**src/rtl/uart_csr_pkg.sv**
```systemverilog
package uart_csr_pkg;

   localparam int CHAR_W = 8;

   typedef struct packed {
      logic err;       // bit 7: sticky error
      logic sema;      // bit 6: software semaphore
      logic rx_en;     // bit 5
      logic par_even;  // bit 4
      logic par_en;    // bit 3
      logic wide;      // bit 2: 1 = 8-bit characters
      logic rsv;       // bit 1: reads 0
      logic tx_en;     // bit 0
   } ctl_t;

   typedef enum logic [1:0] {RX_IDLE, RX_START, RX_BITS} rx_state_t;

   // Parity bit that makes the count of ones odd (even=0) or even (even=1)
   function automatic logic calc_parity(input logic [CHAR_W-1:0] d,
                                        input logic wide,
                                        input logic even);
      logic [CHAR_W-1:0] m;
      m = wide ? d : {1'b0, d[CHAR_W-2:0]};
      return even ? (^m) : ~(^m);
   endfunction

endpackage

```
**src/rtl/uart_csr_tx.sv**
```systemverilog
module uart_csr_tx
   import uart_csr_pkg::*;
#(
   parameter int OVS_RATE = 16
) (
   input  logic              clk,
   input  logic              rst_n,
   input  logic              tick,
   input  logic              start,
   input  logic [CHAR_W-1:0] data,
   input  logic              wide,
   input  logic              par_en,
   input  logic              par_even,
   output logic              txd,
   output logic              busy
);
   localparam int CW      = $clog2(OVS_RATE);
   localparam int FRAME_W = CHAR_W + 3;
   localparam int NB_W    = $clog2(FRAME_W + 1);
   localparam logic [CW-1:0] LAST_TICK = CW'(OVS_RATE - 1);

   logic [FRAME_W-1:0] frame, shreg;
   logic [CW-1:0]      tcnt;
   logic [NB_W-1:0]    bits_left, frame_len;
   logic               tail_bit;

   always_comb begin
      tail_bit  = par_en ? calc_parity(data, wide, par_even) : 1'b1;
      frame     = '1;
      frame[0]  = 1'b0;
      if (wide) begin
         frame[CHAR_W:1]   = data;
         frame[CHAR_W+1]   = tail_bit;
         frame_len         = NB_W'(FRAME_W);
      end else begin
         frame[CHAR_W-1:1] = data[CHAR_W-2:0];
         frame[CHAR_W]     = tail_bit;
         frame_len         = NB_W'(FRAME_W - 1);
      end
   end

   always_ff @(posedge clk) begin
      if (!rst_n) begin
         shreg     <= '1;
         tcnt      <= '0;
         bits_left <= '0;
         busy      <= 1'b0;
      end else if (!busy) begin
         if (start) begin
            shreg     <= frame;
            tcnt      <= '0;
            bits_left <= frame_len;
            busy      <= 1'b1;
         end
      end else if (tick) begin
         if (tcnt == LAST_TICK) begin
            tcnt      <= '0;
            shreg     <= {1'b1, shreg[FRAME_W-1:1]};
            bits_left <= bits_left - 1'b1;
            if (bits_left == NB_W'(1)) busy <= 1'b0;
         end else begin
            tcnt <= tcnt + 1'b1;
         end
      end
   end

   assign txd = busy ? shreg[0] : 1'b1;

   p_load_r2: assert property (@(posedge clk) disable iff (!rst_n)
      (start && !busy) |=> (busy && !txd));
   p_hold_r2: assert property (@(posedge clk) disable iff (!rst_n)
      (busy && !tick) |=> $stable(txd));

endmodule

```
**src/rtl/uart_csr_rx.sv**
```systemverilog
module uart_csr_rx
   import uart_csr_pkg::*;
#(
   parameter int OVS_RATE    = 16,
   parameter int SYNC_STAGES = 2
) (
   input  logic              clk,
   input  logic              rst_n,
   input  logic              clr,
   input  logic              tick,
   input  logic              rxd,
   input  logic              wide,
   input  logic              par_en,
   input  logic              par_even,
   output logic              done,
   output logic [CHAR_W-1:0] dout,
   output logic              par_err,
   output logic              frm_err
);
   localparam int CW = $clog2(OVS_RATE);
   localparam logic [CW-1:0] LAST_TICK = CW'(OVS_RATE - 1);
   localparam logic [CW-1:0] MID_TICK  = CW'(OVS_RATE / 2 - 1);

   logic rxd_s;

   generate
      if (SYNC_STAGES == 0) begin : g_nosync
         assign rxd_s = rxd;
      end else begin : g_sync
         logic [SYNC_STAGES-1:0] chain;
         always_ff @(posedge clk) begin
            if (!rst_n) chain <= '1;
            else        chain <= {chain[SYNC_STAGES-2:0], rxd};
         end
         assign rxd_s = chain[SYNC_STAGES-1];
      end
   endgenerate

   rx_state_t         state;
   logic [CW-1:0]     tcnt;
   logic [3:0]        bidx;
   logic [15:0]       shreg;
   logic [3:0]        nbits;
   logic [CHAR_W-1:0] cdata;
   logic              rpar;

   always_comb begin
      nbits = (wide ? 4'(CHAR_W) : 4'(CHAR_W - 1)) + {3'b0, par_en};
      cdata = wide ? shreg[CHAR_W-1:0] : {1'b0, shreg[CHAR_W-2:0]};
      rpar  = wide ? shreg[CHAR_W] : shreg[CHAR_W-1];
   end

   always_ff @(posedge clk) begin
      if (!rst_n || clr) begin
         state   <= RX_IDLE;
         tcnt    <= '0;
         bidx    <= '0;
         shreg   <= '0;
         done    <= 1'b0;
         dout    <= '0;
         par_err <= 1'b0;
         frm_err <= 1'b0;
      end else begin
         done <= 1'b0;
         if (tick) begin
            unique case (state)
               RX_IDLE: if (!rxd_s) begin
                  state <= RX_START;
                  tcnt  <= '0;
               end
               RX_START: if (tcnt == MID_TICK) begin
                  tcnt  <= '0;
                  bidx  <= '0;
                  state <= rxd_s ? RX_IDLE : RX_BITS;
               end else begin
                  tcnt <= tcnt + 1'b1;
               end
               RX_BITS: if (tcnt == LAST_TICK) begin
                  tcnt <= '0;
                  if (bidx == nbits) begin
                     done    <= 1'b1;
                     dout    <= cdata;
                     frm_err <= !rxd_s;
                     par_err <= par_en && (rpar != calc_parity(cdata, wide, par_even));
                     state   <= RX_IDLE;
                  end else begin
                     shreg[bidx] <= rxd_s;
                     bidx        <= bidx + 1'b1;
                  end
               end else begin
                  tcnt <= tcnt + 1'b1;
               end
               default: state <= RX_IDLE;
            endcase
         end
      end
   end

   p_done_pulse_r5: assert property (@(posedge clk) disable iff (!rst_n)
      done |=> !done);
   p_clr_idle_r9: assert property (@(posedge clk) disable iff (!rst_n)
      clr |=> (state == RX_IDLE && !done));

endmodule

```
**src/rtl/uart_csr_regs.sv**
```systemverilog
module uart_csr_regs
   import uart_csr_pkg::*;
#(
   parameter int ADDR_W = 2
) (
   input  logic              clk,
   input  logic              rst_n,
   input  logic              bus_wr,
   input  logic              bus_rd,
   input  logic [ADDR_W-1:0] bus_addr,
   input  logic [CHAR_W-1:0] bus_wdata,
   output logic [CHAR_W-1:0] bus_rdata,
   input  logic              rx_done,
   input  logic [CHAR_W-1:0] rx_data,
   input  logic              rx_par_err,
   input  logic              rx_frm_err,
   output ctl_t              ctl,
   output logic              irq,
   output logic              tx_start
);
   localparam logic [ADDR_W-1:0] A_CTL  = ADDR_W'(0);
   localparam logic [ADDR_W-1:0] A_DATA = ADDR_W'(1);

   logic [CHAR_W-1:0] rdr;
   logic wr_ctl, rd_data, set_err;
   ctl_t wv;

   assign wr_ctl   = bus_wr && (bus_addr == A_CTL);
   assign rd_data  = bus_rd && (bus_addr == A_DATA);
   assign tx_start = bus_wr && (bus_addr == A_DATA) && ctl.tx_en;
   assign set_err  = rx_done && (rx_par_err || rx_frm_err || (irq && !rd_data));
   assign wv       = ctl_t'(bus_wdata);

   always_ff @(posedge clk) begin
      if (!rst_n) begin
         ctl <= '0;
      end else begin
         if (wr_ctl) begin
            ctl.tx_en    <= wv.tx_en;
            ctl.wide     <= wv.wide;
            ctl.par_en   <= wv.par_en;
            ctl.par_even <= wv.par_even;
            ctl.rx_en    <= wv.rx_en;
            ctl.sema     <= wv.sema;
         end
         if (set_err)                ctl.err <= 1'b1;
         else if (wr_ctl && wv.err)  ctl.err <= 1'b0;
      end
   end

   always_ff @(posedge clk) begin
      if (!rst_n) begin
         rdr <= '0;
         irq <= 1'b0;
      end else if (!ctl.rx_en) begin
         rdr[CHAR_W-1] <= 1'b0;
         irq           <= 1'b0;
      end else if (rx_done) begin
         rdr <= rx_data;
         irq <= 1'b1;
      end else if (rd_data) begin
         irq <= 1'b0;
      end
   end

   always_comb begin
      unique case (bus_addr)
         A_CTL:   bus_rdata = ctl;
         A_DATA:  bus_rdata = {rdr[CHAR_W-1] & ctl.wide, rdr[CHAR_W-2:0]};
         default: bus_rdata = '0;
      endcase
   end

   p_err_sticky_r8: assert property (@(posedge clk) disable iff (!rst_n)
      (ctl.err && !(wr_ctl && bus_wdata[7])) |=> ctl.err);
   p_irq_read_r5: assert property (@(posedge clk) disable iff (!rst_n)
      (rd_data && !rx_done) |=> !irq);
   p_rx_off_r9: assert property (@(posedge clk) disable iff (!rst_n)
      !ctl.rx_en |=> !irq);
   p_overrun_r7: assert property (@(posedge clk) disable iff (!rst_n)
      (rx_done && irq && !rd_data && ctl.rx_en) |=> (ctl.err && irq));
   p_narrow_r3: assert property (@(posedge clk) disable iff (!rst_n)
      (bus_addr == A_DATA && !ctl.wide) |-> !bus_rdata[7]);

endmodule

```
**src/rtl/uart_csr_core.sv**
```systemverilog
module uart_csr_core
   import uart_csr_pkg::*;
#(
   parameter int OVS_RATE    = 16,
   parameter int SYNC_STAGES = 2,
   parameter int ADDR_W      = 2
) (
   input  logic              clk,
   input  logic              rst_n,
   input  logic              bus_wr,
   input  logic              bus_rd,
   input  logic [ADDR_W-1:0] bus_addr,
   input  logic [7:0]        bus_wdata,
   output logic [7:0]        bus_rdata,
   input  logic              baud_tick,
   input  logic              rxd,
   output logic              txd,
   output logic              rx_irq
);
   generate
      if (OVS_RATE < 4 || (OVS_RATE % 2) != 0) begin : g_bad_ovs
         $error("OVS_RATE must be even and at least 4");
      end
      if (SYNC_STAGES == 1 || SYNC_STAGES > 4) begin : g_bad_sync
         $error("SYNC_STAGES must be 0, 2, 3 or 4");
      end
      if (ADDR_W < 1) begin : g_bad_addr
         $error("ADDR_W must be at least 1");
      end
   endgenerate

   ctl_t              ctl;
   logic              tx_start, tx_busy;
   logic              rx_done, rx_perr, rx_ferr;
   logic [CHAR_W-1:0] rx_data;

   uart_csr_regs #(.ADDR_W(ADDR_W)) u_regs (
      .clk(clk), .rst_n(rst_n),
      .bus_wr(bus_wr), .bus_rd(bus_rd), .bus_addr(bus_addr),
      .bus_wdata(bus_wdata), .bus_rdata(bus_rdata),
      .rx_done(rx_done), .rx_data(rx_data),
      .rx_par_err(rx_perr), .rx_frm_err(rx_ferr),
      .ctl(ctl), .irq(rx_irq), .tx_start(tx_start)
   );

   uart_csr_tx #(.OVS_RATE(OVS_RATE)) u_tx (
      .clk(clk), .rst_n(rst_n), .tick(baud_tick),
      .start(tx_start), .data(bus_wdata),
      .wide(ctl.wide), .par_en(ctl.par_en), .par_even(ctl.par_even),
      .txd(txd), .busy(tx_busy)
   );

   uart_csr_rx #(.OVS_RATE(OVS_RATE), .SYNC_STAGES(SYNC_STAGES)) u_rx (
      .clk(clk), .rst_n(rst_n), .clr(!ctl.rx_en), .tick(baud_tick),
      .rxd(rxd), .wide(ctl.wide), .par_en(ctl.par_en), .par_even(ctl.par_even),
      .done(rx_done), .dout(rx_data), .par_err(rx_perr), .frm_err(rx_ferr)
   );

endmodule

```
**config.mk**
```make
export PLATFORM = sky130hd
export DESIGN_NAME = uart_csr_core
export DESIGN_NICKNAME = d
export VERILOG_FILES = /design/src/rtl/uart_csr_pkg.sv /design/src/rtl/uart_csr_tx.sv /design/src/rtl/uart_csr_rx.sv /design/src/rtl/uart_csr_regs.sv /design/src/rtl/uart_csr_core.sv
export SDC_FILE = /design/constraint.sdc
export NUM_CORES = 1
export LEC_CHECK = 0
export ABC_AREA = 1
export CAP_MARGIN = 10
export CORE_ASPECT_RATIO = 1.5
export CORE_MARGIN = 2
export CORE_UTILIZATION = 53
export DETAILED_ROUTE_END_ITERATION = 10
export MAX_ROUTING_LAYER = met4
export PLACE_DENSITY = 0.76
export SLEW_MARGIN = 20
export SYNTH_ARGS = -nofsm -noshare
export SYNTH_HDL_FRONTEND = slang
export SYNTH_SLANG_ARGS = --single-unit
```
**constraint.sdc**
```tcl
create_clock -name clk -period 1.65 [get_ports clk]
set_input_delay 0.2475 -clock clk [delete_from_list [all_inputs] [get_ports clk]]
set_output_delay 0.2475 -clock clk [all_outputs]
set_load 0.02 [all_outputs]
```
==> results.cfg <==
[status]
status = finished, final reports clean

[critical_path]
rr_startpoint = u_regs.ctl[3]
cp_data_required_time_ps = 1910
reg2reg_to = u_rx.shreg[3]
rr_worst_depth = 10
crit_buf_inv = 2
r2r_slack_ps = 90
worstSetupStartpointType = flip-flop
cp_slowest_cell = dfxtp_2
crit_path_end = u_rx.shreg[3]
cpMostUsedCell = nand2_4
crit_cells = 10
worstPathArrival_ps = 1820
cp_cell_sequence = inv_2 -> ha_4 -> xnor2_4 -> nor2_4 -> nand2_4 -> nand2_4 -> inv_6 -> nand3_2 -> nor2_2 -> nor2_1
slowest_delay_ps = 340
cp-startpoint = u_regs.ctl[3]
path_class = flip-flop to flip-flop
crit_path_end_kind = flip-flop
cp_max_fo = 6
crit_family = simple AND/OR/NAND/NOR gates

[die]
row_count = 36
die_h_um = 103.0
die_x_um = 70.03
start_util_pct = 54.19
boundaryPins = 26
core-area_um2 = 6396
die-area_um2 = 7215

[route]
viasPerCell = 5.320
dr_total_vias = 3288
wl_per_cell_um = 13.60
drt_iter0_markers = 129
drcViolationCount = 0
drt_first_pass_iters = 4
wirelength_um = 8403
ant_nets = 0

[power_and_ir_drop]
power_frac_comb_pct = 8.5
leakagePower_nw = 1.877
internal_power_mw = 2.534
p_per_area_nw_per_um2 = 757.3
vdd_ir_drop_max_mv = 0.5406
p_sw_uw = 768.2
power_frac_seq_pct = 49.8
p_sw_share_pct = 23.26
p_clk_share_pct = 41.8

[logic_synthesis]
ys_seq_elements = 67
yosys-top-cells-count = 108 x nand2_1, 67 x dfxtp_1, 61 x inv_1
async_flop_share_pct = 0
yosysMostFrequentCell = nand2_1
seq_area_frac_synth_pct = 38.70
netlist_instances = 472
synth_top_cell_by_area = dfxtp_1
syn_nets = 503
avgSynthCellArea_um2 = 7.343
ys_types = 42
synth_area_leaders = dfxtp_1 39%, nand2_1 12%, inv_1 6.6%
yosysWarnings = 0
synth_top_area_share_pct = 38.70
synth_ff_type = dfxtp_1
synth_edf_count = 0
synth.cell_area_um2 = 3466

[layout]
area_growth_pct = 25.81
fin_util_pct = 68.17
drive_gt1_share_pct = 22.51
fin_nets = 569
diodes = 0

[cts]
numCtsBuffers = 9
clk_pin_slew_ps = 70
clockRootBuffer = clkbuf_8
h-tree-depth = 3
cts_buffer_depth = 2
cts.sinks = 67
tritoncts = done
cts_hold_buf = 0
clk_latency_ps = 360

[global_routing]
gr-total-overflow = 0
grt.total_usage_pct = 24.70
grt_pass1_vias = 3176
antenna_found_initial = 0
grt_pass1_wl_um = 13530
grt_max_degree = 21

[place]
gp_congestion = 0.8523
dp_hpwl_um = 6134
portBuffers = 25
dp_slack_ps = -405.5

[sta]
finalSetupTns_ps = 0
relSlewSlack_pct = 71.73
timing.fmax_mhz = 641.6
worstMarginPinSlew_ps = 422.5
min_period_over_period_pct = 94.46
setup_viol = 0
finalHoldViolCount = 0
postLayoutSetupSlackWorst_ps = 91.49
rsz0062_at_grt = yes
finalClockSkew_ps = 6.270
slew_viol_final = 0
period_minus_slack_ps = 1559

[hold_path]
min_path_type = flip-flop to flip-flop

[run]
timing.max_cap.violations = 0
registers in the layout (all words and copies together), names as in the netlist:
register,flops
u_regs.irq,1
u_rx.shreg,9
u_tx.bits_left,4
u_tx.shreg,10
u_tx.tcnt,4
u_regs.rdr,8
u_rx.par_err,1
u_rx.done,1
u_rx.g_sync.chain,2
u_rx.state,2
u_rx.bidx,4
u_tx.busy,1
u_rx.dout,8
u_rx.frm_err,1
u_regs.ctl,7
u_rx.tcnt,4
cell usage in the layout, fill, tap and decap left out, types with 7 or more instances in the layout:
cell type        synthesis  layout
nand3_1                 27      23
inv_1                   61      56
dfxtp_1                 67      61
buf_4                    2      42
clkbuf_8                 0      11
nor2_1                  39      34
ha_1                    15      10
inv_2                    3       7
a21oi_1                 39      39
nand2_1                108     105
o21ai_0                 37      36
clkdlybuf4s50_1          0      14
power groups by stage:
stage | combinational, mW | clock (mW) | sequential [mW]
3_3_place_gp | 0.256 | 0 | 1.68
2_1_floorplan | 0.134 | 0 | 1.68
5_1_grt | 0.308 | 1.48 | 1.64
3_5_place_dp | 0.261 | 0 | 1.68
4_1_cts | 0.269 | 1.39 | 1.64
6_report | 0.280 | 1.38 | 1.64
worst min path at each step:
stage | from | end | slack, ps | cells past startpoint
2_1_floorplan | rxd | u_rx.g_sync.chain[0] | 350 | 1
3_3_place_gp | u_rx.g_sync.chain[0] | u_rx.g_sync.chain[1] | 410 | 1
3_5_place_dp | u_rx.g_sync.chain[0] | u_rx.g_sync.chain[1] | 400 | 1
4_1_cts | u_rx.g_sync.chain[0] | u_rx.g_sync.chain[1] | 420 | 1
5_1_grt | u_rx.g_sync.chain[0] | u_rx.g_sync.chain[1] | 440 | 1
6_report | u_rx.g_sync.chain[0] | u_rx.g_sync.chain[1] | 420 | 1
cells by family after synthesis:
family / count (synthesis) / share of synthesized area, %
fa+ha+maj: 15 / 5.415
compound gates: 106 / 18.27
buf+inv: 78 / 9.675
simple gates: 197 / 25.45
xor+xnor: 9 / 2.491
flops: 67 / 38.70
stage by stage:
step	cells	area (um^2)	power (mW)	hold WS [ps]
6_report	618	4360	3.302	416.8
5_1_grt	618	4360	3.427	437.9
4_1_cts	615	4217	3.306	416.1
3_5_place_dp	598	4018	1.939	401.1
3_3_place_gp	598	4018	1.934	406.6
2_1_floorplan	472	3476	1.809	354.1
layer usage:
layer	share of wire, %	GRT usage, %	up-vias
met5	0	-	-
met4	3.2	13.46	0
met3	3.7	6.452	18
met2	54	44.62	69
met1	39	24.14	1532
li1	-	-	1669
area by class of cell:
cell class              instances  area (um^2)
inverters                      65        254.0
clock buffers                  13        158.9
well taps                      76        95.09
fillers                       546         2036
multi-input cells             327         1917
repair buffers                 68        551.8
clock inverters                 2        35.03
flip-flops and latches         67         1349
repair_timing:
item | 4_1_cts | 5_1_grt
buffers inserted | 2 | 3
gates resized for setup | 39 | 41
hold endpoints to repair | 0 | 0
endpoints found under the setup margin | 19 | 39
pin swaps | 1 | 12
Note: power is estimated with default switching activity, not from simulation.
